`config.mk`:
```
export PLATFORM = sky130hd
export DESIGN_NAME = oh_serial_insert
export DESIGN_NICKNAME = d
export VERILOG_FILES = /design/src/rtl/oh_serial_insert.sv
export SDC_FILE = /design/constraint.sdc
export NUM_CORES = 1
export LEC_CHECK = 0
export BUFFER_PORTS_ARGS = -buffer_cell sky130_fd_sc_hd__buf_2
export CORE_MARGIN = 5
export CORE_UTILIZATION = 40
export CTS_CLUSTER_SIZE = 30
export DETAILED_ROUTE_END_ITERATION = 6
export PLACE_DENSITY = 0.65
export SYNTH_ARGS = -nofsm -noshare
export SYNTH_HDL_FRONTEND = slang
export SYNTH_SLANG_ARGS = --single-unit
```
`constraint.sdc`:
```
create_clock -name clk -period 2.1 [get_ports clk]
set_clock_uncertainty 0.1 [all_clocks]
set_input_delay 0.315 -clock clk [delete_from_list [all_inputs] [get_ports clk]]
set_output_delay 0.315 -clock clk [all_outputs]
set_load 0.03 [all_outputs]
```
`src/rtl/oh_serial_insert.sv`:
```
module oh_serial_insert #(
  parameter int BIT_GAP = 4,
  parameter int BYTE_W  = 8
) (
  input  logic              clk,
  input  logic              rst,
  input  logic              frm_start,
  input  logic              ser_din,
  input  logic [1:0]        ins_sel,
  output logic              bit_req,
  output logic              frm_mark,
  output logic [BYTE_W-1:0] ins_byte,
  output logic              ins_vld
);
  localparam int NB = 3 * BYTE_W;
  localparam int CW = $clog2(NB + 1);
  localparam int GW = $clog2(BIT_GAP + 1);

  logic          run;
  logic [GW-1:0] gap_cnt;
  logic [CW-1:0] req_cnt;
  logic [CW-1:0] cap_cnt;
  logic          neg_q, sync_q;
  logic          req_d1, req_d2;
  logic [NB-1:0] shreg, pend, act;
  logic          pend_ok, act_ok;
  logic [NB-1:0] shifted;

  assign shifted = {shreg[NB-2:0], sync_q};

  always_ff @(negedge clk) begin
    if (rst) neg_q <= 1'b0;
    else     neg_q <= ser_din;
  end

  always_ff @(posedge clk) begin
    if (rst) begin
      run      <= 1'b0;
      gap_cnt  <= '0;
      req_cnt  <= '0;
      cap_cnt  <= '0;
      sync_q   <= 1'b0;
      req_d1   <= 1'b0;
      req_d2   <= 1'b0;
      shreg    <= '0;
      pend     <= '0;
      pend_ok  <= 1'b0;
      act      <= '0;
      act_ok   <= 1'b0;
      bit_req  <= 1'b0;
      frm_mark <= 1'b0;
    end else begin
      bit_req  <= 1'b0;
      frm_mark <= 1'b0;
      sync_q   <= neg_q;
      req_d1   <= bit_req;
      req_d2   <= req_d1;
      if (frm_start) begin
        frm_mark <= 1'b1;
        bit_req  <= 1'b1;
        run      <= 1'b1;
        gap_cnt  <= '0;
        req_cnt  <= CW'(1);
        cap_cnt  <= '0;
        req_d1   <= 1'b0;
        req_d2   <= 1'b0;
        if (pend_ok) begin
          act     <= pend;
          act_ok  <= 1'b1;
          pend_ok <= 1'b0;
        end
      end else begin
        if (run) begin
          if (gap_cnt == GW'(BIT_GAP - 1)) begin
            gap_cnt <= '0;
            if (req_cnt == CW'(NB)) begin
              run <= 1'b0;
            end else begin
              bit_req <= 1'b1;
              req_cnt <= req_cnt + CW'(1);
            end
          end else begin
            gap_cnt <= gap_cnt + GW'(1);
          end
        end
        if (req_d2) begin
          shreg <= shifted;
          if (cap_cnt == CW'(NB - 1)) begin
            cap_cnt <= '0;
            pend    <= shifted;
            pend_ok <= 1'b1;
          end else begin
            cap_cnt <= cap_cnt + CW'(1);
          end
        end
      end
    end
  end

  always_comb begin
    case (ins_sel)
      2'd1:    ins_byte = act[NB-1 -: BYTE_W];
      2'd2:    ins_byte = act[NB-1-BYTE_W -: BYTE_W];
      2'd3:    ins_byte = act[BYTE_W-1:0];
      default: ins_byte = '0;
    endcase
  end

  assign ins_vld = act_ok && (ins_sel != 2'd0);

  // marker lasts one cycle unless a new frame start follows at once
  a_r2_mark_single: assert property (@(posedge clk) disable iff (rst)
    frm_mark |=> (!frm_mark || $past(frm_start)));

  // marker coincides with the first request of a window
  a_r5_mark_with_req: assert property (@(posedge clk) disable iff (rst)
    frm_mark |-> bit_req);

  // no more captures than bits in a window
  a_r1_cap_bound: assert property (@(posedge clk) disable iff (rst)
    req_d2 |-> (cap_cnt < CW'(NB)));

  generate
    if (BIT_GAP > 1) begin : g_gap
      // requests are single-cycle pulses when spaced
      a_r1_req_spaced: assert property (@(posedge clk) disable iff (rst)
        (bit_req && !frm_start) |=> !bit_req);
    end
  endgenerate

  // committed set only changes at a frame start
  a_r7_hold: assert property (@(posedge clk) disable iff (rst)
    !frm_start |=> ($stable(act) && $stable(act_ok)));

  // valid only with a slot selected and a committed set
  a_r6_vld_sel: assert property (@(posedge clk) disable iff (rst)
    ins_vld |-> ((ins_sel != 2'd0) && act_ok));

  // synchronous reset silences both strobes
  a_r9_reset_quiet: assert property (@(posedge clk)
    rst |=> (!bit_req && !frm_mark && !ins_vld));
endmodule

```
==> flow_summary.yaml <==
global_routing:
  grt_max_degree: 104
  grt_pass1_vias: 2560
  grt_overflow: 0
  antenna_found_initial: 0
  grt.total_usage_pct: 12.3
  grt_first_pass_wirelength_um: 11600
worst_setup_path:
  crit_type: "in -> out"
  critical_path.max_fanout: 10
  reg2reg_setup_slack_ns: 0.38
  worst_setup_path_end_kind: "primary output"
  required_ns: 1.68
  cp.arrival_ns: 1.39
  setup.worst_path.start_class: "input pin"
routing:
  vias: 2705
  drtIter0Drc: 135
  via_per_inst: 4.81
  wirelength_um: 6610
  ant_nets: 0
  firstDrtPassIters: 4
  route.detailed.drc: 0
  post_drt_wl_per_cell_um: 11.8
clocking:
  numCtsBuffers: 9
  clk_pin_slew_worst_paths_ns: 0.09
  clockBufferDepth: 2
  clock-sinks: 93
  htreeDepth: 3
  post-cts-setup-buffers: 0
  clkLatencyLatePin_ns: 0.39
  cts_tree: "done"
  cts-root-buf: "clkbuf_8"
  ctsResizeCount: 0
  ctsHoldBuffers: 0
logic_synthesis:
  ys_seq_elements: 93
  ys_types: 35
  syn-num-nets: 435
  synth_edf_count: 0
  ys_top_cells_by_area: "dfxtp_1, nand2_1, nand2b_1"
  synth_flop_cell: "dfxtp_1"
  synth.largest_area_cell: "dfxtp_1"
  synthCells: 425
  syn-cell-area_mm2: 0.00383
  netlist.area_leader.share_pct: 48.6
  async_reset_ff_share_pct: 0
  synthTopCellsByCount: "nand2_1, dfxtp_1, a21oi_1, nand2b_1, mux2i_1"
  yosysSeqAreaShare_pct: 48.6
  synth_warnings: 0
  synth_most_common_cell: "nand2_1"
  postSynthAreaPerCell_um2: 9.01
sta:
  finalSetupViolations: 0
  hold_ws_ns: 0.206
  slew_headroom_pct: 44.6
  layout_min_cycle_time_ns: 1.80
  rsz0062_at_grt: "false"
  tightest_slew_ns: 0.832
  tns_ns: 0
  finalCritPeriodShare_pct: 86.0
  max_freq_mhz: 554
  slew_violations: 0
  final_hold_viol_count: 0
final_layout:
  final_core_util_pct: 44.2
  syn_to_final_growth_pct: 7.22
  nNetsFinal: 438
  fin_area_mm2: 0.00410
  antenna_cells: 0
  nFillCells: 971
  drive_above_1_share_pct: 11.3
die:
  fp.dieH_um: 108
  core_area_mm2: 0.00928
  initial_utilization_pct: 41.2
  dieWidth_um: 108
  row_count: 35
  ios: 17
  die_area_mm2: 0.0116
power:
  p_per_area_mw_per_mm2: 714
  power_leakage_nw: 1.35
  total_power_w: 0.00293
  peakVddDrop_v: 0.000313
place:
  io_buffers: 16
  dp_hpwl_um: 4300
  placed_area_mm2: 0.00393
  place.gp.congestion: 0.744
worst_hold_path:
  min_path_type: "in -> reg"
status:
  status: "finished clean"
job:
  drv_cap: 0
-- power breakdown --
group          total (W)  internal [W]  switching [W]
sequential       0.00178       0.00177     0.00000706
clock            0.00107      0.000444       0.000625
combinational  0.0000829     0.0000317      0.0000512
-- stage by stage --
step / cells / setup WS [ns]
2_1_floorplan: 425 / 0.0976
3_3_place_gp: 546 / 0.316
3_5_place_dp: 546 / 0.297
4_1_cts: 562 / 0.297
5_1_grt: 562 / 0.178
6_report: 562 / 0.295
-- area by class of cell --
class	instances	area, µm²	share of cell area [%]
Clock buffer	10	128	3.11
Tap cell	129	161	3.93
Timing Repair Buffer	22	138	3.35
Clock inverter	7	51.3	1.25
Inverter	3	11.3	0.274
Sequential cell	93	1860	45.4
Multi-Input combinational cell	298	1750	42.7
-- layer usage --
layer  part of all wire, %  track usage, %
met5                     0               0
met4                   1.1            3.79
met3                   4.8            3.78
met2                    44            18.7
met1                    50            16.6
-- cell usage in the layout (no fill, tap or decap), types with 2 or more instances in the layout --
master	count
nand2_1	100
dfxtp_1	93
a21oi_1	54
nand2b_1	50
mux2i_1	26
buf_2	16
clkbuf_8	9
mux2_2	8
a22o_1	8
nor2_1	8
o21ai_0	5
buf_4	5
nor2b_1	4
inv_1	4
ha_1	4
nand3_1	3
and2_1	3
nor3_1	3
or3_1	3
o21a_1	2
nand4b_1	2
xnor2_1	2
xor2_1	2
inv_6	2
clkinv_4	2
-- path summary, 6_finish.rpt --
check | cells after the start | start | to
setup reg to reg | 1 | neg_q | sync_q
hold / removal | 3 | frm_start | frm_mark
setup / recovery | 4 | ins_sel[0] | ins_byte[3]
hold reg to reg | 1 | req_d1 | req_d2
-- cell families (layout without fill, tap and decap cells) --
logic type / count (synthesis) / in the layout / synth area share, %
buf+inv: 34 / 42 / 5.56
xor+xnor: 4 / 4 / 0.915
flops: 93 / 93 / 48.6
mux: 34 / 34 / 9.15
compound gates: 70 / 70 / 10.1
simple gates: 186 / 186 / 24.3
fa+ha+maj: 4 / 4 / 1.31
-- sequential cells by signal, indices dropped and copies added (netlist names), 3 cells and up --
register / flops
act: 24
cap_cnt: 5
gap_cnt: 3
pend: 24
req_cnt: 5
shreg: 23
-- critical path, cell delays in order --
cell     delay, ns
buf_2         0.20
nor2b_1       0.45
a22o_1        0.23
buf_2         0.19
Note: power is estimated with default switching activity, not from simulation.
